File: src/rtl/sampler_cfg_pkg.sv
// Shared types and address codes for the sampler configuration loader.
// Assumes a 4-bit sampler address bus.
package sampler_cfg_pkg;
    typedef enum logic [2:0] {
        ST_IDLE, ST_SETUP, ST_SHIFT, ST_STROBE, ST_PARK, ST_RESTORE, ST_DONE
    } ld_state_t;

    localparam logic [3:0] ADDR_CFG  = 4'b1100;
    localparam logic [3:0] ADDR_WSR  = 4'b1101;
    localparam logic [3:0] ADDR_IDLE = 4'b0000;
endpackage

File: src/rtl/sampler_cfg_sclk_gen.sv
// Serial clock and bit counter for one load.
// Counts only while run is high; the counters clear whenever run is low.
// Assumes DIV is even and at least 2.
module sampler_cfg_sclk_gen #(
    parameter int DIV   = 8,
    parameter int NBITS = 8
) (
    input  logic clk,
    input  logic rst_n,
    input  logic run,
    output logic sclk,
    output logic bit_end,
    output logic last_bit
);
    localparam int HALF = DIV / 2;
    localparam int CW   = (DIV > 2) ? $clog2(DIV) : 1;
    localparam int BW   = (NBITS > 2) ? $clog2(NBITS) : 1;

    logic [CW-1:0] div_cnt;
    logic [BW-1:0] bit_cnt;

    // Advance the divider, and the bit index at the end of each bit period.
    always_ff @(posedge clk) begin
        if (!rst_n || !run) begin
            div_cnt <= '0;
            bit_cnt <= '0;
        end else if (div_cnt == CW'(DIV - 1)) begin
            div_cnt <= '0;
            bit_cnt <= bit_cnt + 1'b1;
        end else begin
            div_cnt <= div_cnt + 1'b1;
        end
    end

    // Low for the first half of each bit, high for the second half.
    always_comb sclk     = run && (div_cnt >= CW'(HALF));
    always_comb bit_end  = run && (div_cnt == CW'(DIV - 1));
    always_comb last_bit = bit_end && (bit_cnt == BW'(NBITS - 1));
endmodule

File: src/rtl/sampler_cfg_shifter.sv
// Parallel-load shift register that presents the value MSB first.
// Assumes load and shift are never high in the same cycle.
module sampler_cfg_shifter #(
    parameter int W = 8
) (
    input  logic         clk,
    input  logic         rst_n,
    input  logic         load,
    input  logic         shift,
    input  logic [W-1:0] din,
    output logic         msb
);
    logic [W-1:0] sh_q;

    // Capture on load, move one place toward the MSB on shift.
    always_ff @(posedge clk) begin
        if (!rst_n)     sh_q <= '0;
        else if (load)  sh_q <= din;
        else if (shift) sh_q <= {sh_q[W-2:0], 1'b0};
    end

    always_comb msb = sh_q[W-1];
endmodule

File: src/rtl/sampler_cfg_loader.sv
// Loads one value into the sampler's configuration or write-shift register.
// Keeps domino enable at the host's level and lowers write enable for the
// whole load, so the running wave cannot move the register being filled.
// Assumes req is a one-cycle strobe; requests are ignored while busy.
module sampler_cfg_loader
    import sampler_cfg_pkg::*;
#(
    parameter int CLK_DIV = 8,
    parameter int DATA_W  = 8
) (
    input  logic              clk,
    input  logic              rst_n,
    input  logic              req,
    input  logic              req_tgt,
    input  logic [DATA_W-1:0] req_data,
    input  logic              host_wen,
    input  logic              host_den,
    output logic [3:0]        smp_addr,
    output logic              ser_dat,
    output logic              ser_clk,
    output logic              wr_en,
    output logic              dom_en,
    output logic              busy,
    output logic              done
);
    ld_state_t state;
    logic      tgt_q;
    logic      saved_wen;
    logic      accept;
    logic      run;
    logic      bit_end;
    logic      last_bit;
    logic      sclk_i;
    logic      msb;

    always_comb accept = (state == ST_IDLE) && req;
    always_comb run    = (state == ST_SHIFT);

    sampler_cfg_sclk_gen #(.DIV(CLK_DIV), .NBITS(DATA_W)) sclk_i_gen (
        .clk(clk), .rst_n(rst_n), .run(run),
        .sclk(sclk_i), .bit_end(bit_end), .last_bit(last_bit)
    );

    sampler_cfg_shifter #(.W(DATA_W)) shift_i (
        .clk(clk), .rst_n(rst_n), .load(accept), .shift(bit_end),
        .din(req_data), .msb(msb)
    );

    // Sequence one load from setup through the done pulse.
    always_ff @(posedge clk) begin
        if (!rst_n) begin
            state     <= ST_IDLE;
            tgt_q     <= 1'b0;
            saved_wen <= 1'b0;
        end else begin
            case (state)
                ST_IDLE: if (req) begin
                    state     <= ST_SETUP;
                    tgt_q     <= req_tgt;
                    saved_wen <= host_wen;
                end
                ST_SETUP:   state <= ST_SHIFT;
                ST_SHIFT:   if (last_bit) state <= ST_STROBE;
                ST_STROBE:  state <= ST_PARK;
                ST_PARK:    state <= ST_RESTORE;
                ST_RESTORE: state <= ST_DONE;
                default:    state <= ST_IDLE;
            endcase
        end
    end

    // Drive the sampler pins from the current state.
    always_comb begin
        if (state == ST_SETUP || state == ST_SHIFT || state == ST_STROBE)
            smp_addr = tgt_q ? ADDR_WSR : ADDR_CFG;
        else
            smp_addr = ADDR_IDLE;
        case (state)
            ST_IDLE:              wr_en = host_wen;
            ST_RESTORE, ST_DONE:  wr_en = saved_wen;
            default:              wr_en = 1'b0;
        endcase
        ser_clk = sclk_i;
        ser_dat = run && msb;
        dom_en  = host_den;
        busy    = (state != ST_IDLE);
        done    = (state == ST_DONE);
    end


    wr_low_sclk_chk: assert property (@(posedge clk) disable iff (!rst_n)
        ser_clk |-> !wr_en);

    addr_sclk_chk: assert property (@(posedge clk) disable iff (!rst_n)
        ser_clk |-> (smp_addr == ADDR_CFG || smp_addr == ADDR_WSR));

    dat_hold_chk: assert property (@(posedge clk) disable iff (!rst_n)
        ser_clk |-> $stable(ser_dat));

    done_single_chk: assert property (@(posedge clk) disable iff (!rst_n)
        done |=> !done);

    done_busy_chk: assert property (@(posedge clk) disable iff (!rst_n)
        done |-> busy);

    busy_req_ign_chk: assert property (@(posedge clk) disable iff (!rst_n)
        (busy && req) |=> $stable(tgt_q));
endmodule

File: config.mk
export PLATFORM = sky130hd
export DESIGN_NAME = sampler_cfg_loader
export DESIGN_NICKNAME = d
export VERILOG_FILES = /design/src/rtl/sampler_cfg_pkg.sv /design/src/rtl/sampler_cfg_sclk_gen.sv /design/src/rtl/sampler_cfg_shifter.sv /design/src/rtl/sampler_cfg_loader.sv
export SDC_FILE = /design/constraint.sdc
export NUM_CORES = 1
export LEC_CHECK = 0
export ABC_AREA = 1
export BUFFER_PORTS_ARGS = -buffer_cell sky130_fd_sc_hd__buf_2
export CORE_UTILIZATION = 34
export DETAILED_ROUTE_END_ITERATION = 7
export HOLD_SLACK_MARGIN = 0.05
export PLACE_DENSITY = 0.55
export SLEW_MARGIN = 15
export SYNTH_ARGS = -nofsm -noshare
export SYNTH_HDL_FRONTEND = slang
export SYNTH_SLANG_ARGS = --single-unit
File: constraint.sdc
create_clock -name clk -period 1.4 [get_ports clk]
set_input_delay 0.07 -clock clk [delete_from_list [all_inputs] [get_ports clk]]
set_output_delay 0.07 -clock clk [all_outputs]
set_load 0.005 [all_outputs]
* Yosys cells after proc, flatten, opt, wreduce, memory -nomap -nowiden
Index checks and enable logic that the tools add are counted.
** Cells by class
- Equal/unequal tests :: 10
- Add/sub/neg operators :: 2
- Mux-type cells :: 8
- Reduce and logical (&&, ||, !) cells :: 17
- Magnitude comparators :: 1
** Operators by type and width (count)
- $pmux W3 S6 :: 1
- $mux W8 :: 2
- $eq A3 B3 Y1 const B :: 5
- $add A3 B1 Y3 const B :: 2
- $eq A3 B2 Y1 const B :: 2
- $mux W3 :: 2
- $logic_and A1 B1 Y1 :: 5
- $mux W4 :: 1
- $reduce_and A2 Y1 :: 2
- $reduce_or A2 Y1 :: 2
- $eq A3 B1 Y1 const B :: 1
- $ge A3 B3 Y1 const B :: 1
- $logic_not A3 Y1 :: 1
- $logic_or A1 B1 Y1 :: 3
- $reduce_bool A3 Y1 :: 1
- $logic_not A1 Y1 :: 2
- $ne A2 B1 Y1 const B :: 1
- $ne A2 B2 Y1 const B :: 1
- $pmux W1 S2 :: 1
- $reduce_bool A2 Y1 :: 1
- $mux W1 :: 1
** Word-level totals
- Bits in registers :: 19
- Bits of input ports :: 14
- Output and inout port bits :: 10

* Depth between registers and ports, before layout
- Depth after elaboration :: 5
- Depth in mapped cells :: 7

* Modules after synthesis
From an unflattened synthesis, not the netlist that was laid out.
** Unflattened totals
- Cell total of the unflattened synthesis :: 151
- Area total of the unflattened synthesis :: 1002.2 um^2
** By module, submodules not included
- sampler_cfg_shifter :: area each 399.1 um^2, sequential area each 160.2 um^2, times used 1, cells each 60
- sampler_cfg_loader :: area each 309.0 um^2, sequential area each 100.1 um^2, times used 1, cells each 51
- sampler_cfg_sclk_gen :: area each 294.0 um^2, sequential area each 120.1 um^2, times used 1, cells each 40

* Worst setup path before layout
No wires, ideal clock.
- Path kind :: register to register
- Start :: register sclk_i_gen.div_cnt[0]
- End :: register shift_i.sh_q[4]
- Library setup time :: 123 ps
- Slack :: 188 ps
- Data arrival time :: 1089 ps
- Cell stages (with the launch flop) :: 8
- Buffers on the path :: 1
- Clock period less this slack :: 1212 ps
- Data required time :: 1277 ps
- Cells stage by stage :: dfxtp_1 > ha_1 > ha_1 > clkbuf_8 > nand3_1 > nand2_1 > nor2_1 > nor2_1
** On the way
- Cells in the longest elaborated chain, start to end :: 3
** Ends and longest elaborated chain
- start, declared :: RTL line sampler_cfg_sclk_gen.sv:19 : logic [CW-1:0] div_cnt;
- start signal, assigned :: RTL line sampler_cfg_sclk_gen.sv:31 : div_cnt <= div_cnt + 1'b1;
- $eq A3 B3 Y1 :: RTL line sampler_cfg_sclk_gen.sv:37 : always_comb bit_end = run && (div_cnt == CW'(DIV - 1));
- $logic_and A1 B1 Y1 :: RTL line sampler_cfg_sclk_gen.sv:37
- $reduce_bool A2 Y1 (no line)
- end signal, assigned :: RTL line sampler_cfg_shifter.sv:18 : else if (load) sh_q <= din;
- end signal, assigned :: RTL line sampler_cfg_shifter.sv:19 : else if (shift) sh_q <= {sh_q[W-2:0], 1'b0};
- end, declared :: RTL line sampler_cfg_shifter.sv:13 : logic [W-1:0] sh_q;
No other way between the ends.
A chain may end at the register's enable or synchronous reset.

* Final worst setup path
- Start :: register state[0]
- End :: output port ser_clk
** On the way
- Cells in the longest elaborated chain, start to end :: 2
** Ends and longest elaborated chain
- start, declared :: RTL line sampler_cfg_loader.sv:26 : ld_state_t state;
- start signal, assigned :: RTL line sampler_cfg_loader.sv:52 : state <= ST_IDLE;
- start signal, assigned :: RTL line sampler_cfg_loader.sv:58 : state <= ST_SETUP;
- start signal, assigned :: RTL line sampler_cfg_loader.sv:62 : ST_SETUP: state <= ST_SHIFT;
- $eq A3 B2 Y1 :: RTL line sampler_cfg_loader.sv:37 : always_comb run = (state == ST_SHIFT);
- $logic_and A1 B1 Y1 :: RTL line sampler_cfg_sclk_gen.sv:36 : always_comb sclk = run && (div_cnt >= CW'(HALF));
- end, declared :: RTL line sampler_cfg_loader.sv:20 : output logic ser_clk,
No other way between the ends.

==> reports/results.txt <==
Clk buf depth - 2
Seq/Total Area, Yosys - 0.385
Peak VDD IR - 0.000699 V
Startpoint types - flop
CP Max Fanout - 4
Crit-path cells - inv_2, nand2_2, nor2_4, inv_4, nor2_1, buf_2
Worst r2r src - sclk_i_gen.div_cnt[1]$_SDFF_PP0_
Tmin final - 1.29 ns
Final setup fails - 0
Die width - 55.9 µm
Crit path kind - reg2out
CTS sink cnt - 19
Cells after synthesis - 137
Setup Skew - 0.00645 ns
Vias in the first global route - 901
Worst path top cell family by delay - flip-flops
Row cnt - 19
Arrival time worst endpoint - 1.22 ns
Setup_tns - 0 ns
Post-Syn Nets - 155
CP peak stage delay - 0.38 ns
PnR worst setup slack - 0.112 ns
FMAX - 0.776 GHz
Worst hold path startpoint - req_data[2]
Critical Path Source - state[0]$_SDFFE_PN0P_
Ranking of synthesized cells by area - dfxtp_1 (38%), nor2_1 (11%), nand2_1 (7.2%), nand3_1 (6.1%), inv_1 (6.1%)
TritonCTS Buffers - 3
CTS tree - built
DR pass1 iterations - 4
Synth cell types - 25
Initial Util - 0.358
WP buf/inv - 3
Gpl congestion - 0.720
First-pass GRT wire length - 3750 µm
# DRC - 0
# placed instances - 185
Dpl ws - 0.122 ns
Largest net degree at the start of global routing - 13
GRT overflow - 0
Flops & latches, synth - 19
Nets - 181
Synth top area share - 0.385
GRT Total Usage - 0.153
Layout Area Growth over Synthesis - 23.4%
Die Area - 0.00313 mm²
Ratio of cells with drive above 1 in the final layout - 0.315
Tcrit/Tclk final - 0.920
Drt via density - 4.74
Initial antenna violation count - 0
Die Ht - 55.9 µm
H-tree depth - 1
Unrepaired setup endpoints after global routing - no
Worst-skew pair later-pin latency - 0.30 ns
Status - finished clean
Power Dens Cells - 1050 mW/mm²
Mean area per synthesized cell - 7.21 µm²
Yosys warns - 0
Hpwl dp - 1540 µm
Final count of pins violating max slew - 0
Ant diodes - 0
Synth Cell Area - 988 µm²
Core area - 0.00276 mm²
Port Buf Inserts - 20
Hold Crit Class - in2reg
Post-route ant nets - 0
Largest area contributor in the netlist - dfxtp_1
Pleak - 0.562 nW
Initial drt markers - 23
Worst Path Required - 1.33 ns
# Max-Cap Violations - 0
Clk slew on worst S/H paths - 0.10 ns
Routed vias - 914
CTS Root Buffer Type - clkbuf_4
Crit end category - primary output
Final Hold Viols - 0
Final cell count without fillers - 193
Aggregate routed wire length - 2100 µm
WL per Instance - 10.9 µm
Slowest-stage cell, CP - dfxtp_4
Post-Route Utilization - 0.442
IO Count - 24
==> layer usage <==
| layer | track usage | wire (µm) | up-vias | part of all wire |
|---|---|---|---|---|
| met5 | 0 | 0 | - | 0 |
| met3 | 0.0581 | 140 | 4 | 0.067 |
| met2 | 0.253 | 962 | 24 | 0.46 |
| li1 | - | - | 483 | - |
| met1 | 0.184 | 971 | 403 | 0.46 |
| met4 | 0.0488 | 22 | 0 | 0.010 |
==> synth_stat cells (all sizes together) <==
| cell type | instances |
|---|---|
| nor2 | 31 |
| nand2 | 22 |
| dfxtp | 19 |
| inv | 19 |
| nand3 | 13 |
| nand4 | 7 |
| a21oi | 6 |
| buf | 6 |
| ha | 4 |
| nor3 | 3 |
| o21ai | 2 |
| and3 | 1 |
| clkbuf | 1 |
| conb | 1 |
| o21a | 1 |
| xnor2 | 1 |
==> power breakdown <==
group / leakage [nW] / switching, mW / total [mW] / internal [mW]
clock: 0.0177 / 0.171 / 0.278 / 0.107
combinational: 0.387 / 0.215 / 0.368 / 0.153
sequential: 0.157 / 0.0386 / 0.633 / 0.594
total: 0.562 / 0.425 / 1.28 / 0.854
==> stage by stage <==
stage,power [mW],hold slack [ns],instance area (µm²)
floorplan,0.874,0.168,988
global placement,0.964,0.140,1100
detailed placement,0.971,0.140,1100
CTS,1.28,0.0545,1170
global route,1.39,0.0883,1220
finish,1.28,0.0627,1220
==> state kept, by name, indices dropped and copies added (netlist names) <==
signal / flops
state: 3
sclk_i_gen.div_cnt: 3
saved_wen: 1
sclk_i_gen.bit_cnt: 3
shift_i.sh_q: 8
tgt_q: 1
==> placed cells by master, fill, tap and decap left out, types with 2 or more instances in the layout <==
cell type	count
a21oi_1	4
a21oi_2	2
buf_2	20
buf_4	4
clkbuf_4	3
dfxtp_1	16
dfxtp_4	2
dlygate4sd3_1	3
ha_1	2
ha_4	2
inv_1	15
inv_2	3
nand2_1	19
nand2_2	3
nand3_1	12
nand4_1	7
nor2_1	25
nor2_2	3
nor2_4	3
nor3_1	2
o21ai_0	2
==> layout make-up <==
| class | count | area (µm²) |
|---|---|---|
| Clock buffer | 3 | 22.5 |
| Clock inverter | 1 | 5.00 |
| Fill cell | 288 | 1540 |
| Inverter | 19 | 73.8 |
| Multi-Input combinational cell | 92 | 519 |
| Sequential cell | 19 | 389 |
| Tap cell | 31 | 38.8 |
| Timing Repair Buffer | 28 | 171 |
==> worst register-to-register path, stage by stage (launching register included) <==
cell,delay (ns)
dfxtp_1,0.37
ha_4,0.15
ha_4,0.12
nand4_1,0.13
nand2_2,0.19
nor2_1,0.06
nor2_1,0.08
nor2_1,0.04
==> final timing paths <==
path	endpoint	slack (ns)	cells after the start
min reg2reg	sclk_i_gen.div_cnt[0]$_SDFF_PP0_	0.44	1
max reg2reg	shift_i.sh_q[4]$_SDFFE_PN0P_	0.15	7
min	shift_i.sh_q[2]$_SDFFE_PN0P_	0.06	5
max	ser_clk	0.11	6
==> kinds of logic after synthesis <==
| family | count (synthesis) | share of synthesized area |
|---|---|---|
| AND/OR/NAND/NOR | 77 | 0.363 |
| adder cells (fa/ha/maj) | 4 | 0.0506 |
| buffers and inverters | 26 | 0.133 |
| AO/OA/AOI/OAI | 9 | 0.0557 |
| XOR/XNOR | 1 | 0.00886 |
| other | 1 | 0.00379 |
| flip-flops | 19 | 0.385 |
==> timing repair <==
action | in CTS | in global routing
hold endpoints to repair | 4 | 0
pin swaps | 1 | 4
hold buffers | 3 | 0
resized for setup | 2 | 14
setup endpoints to repair | 3 | 8
setup buffers | 1 | 0
Note: power is estimated with default switching activity, not from simulation.
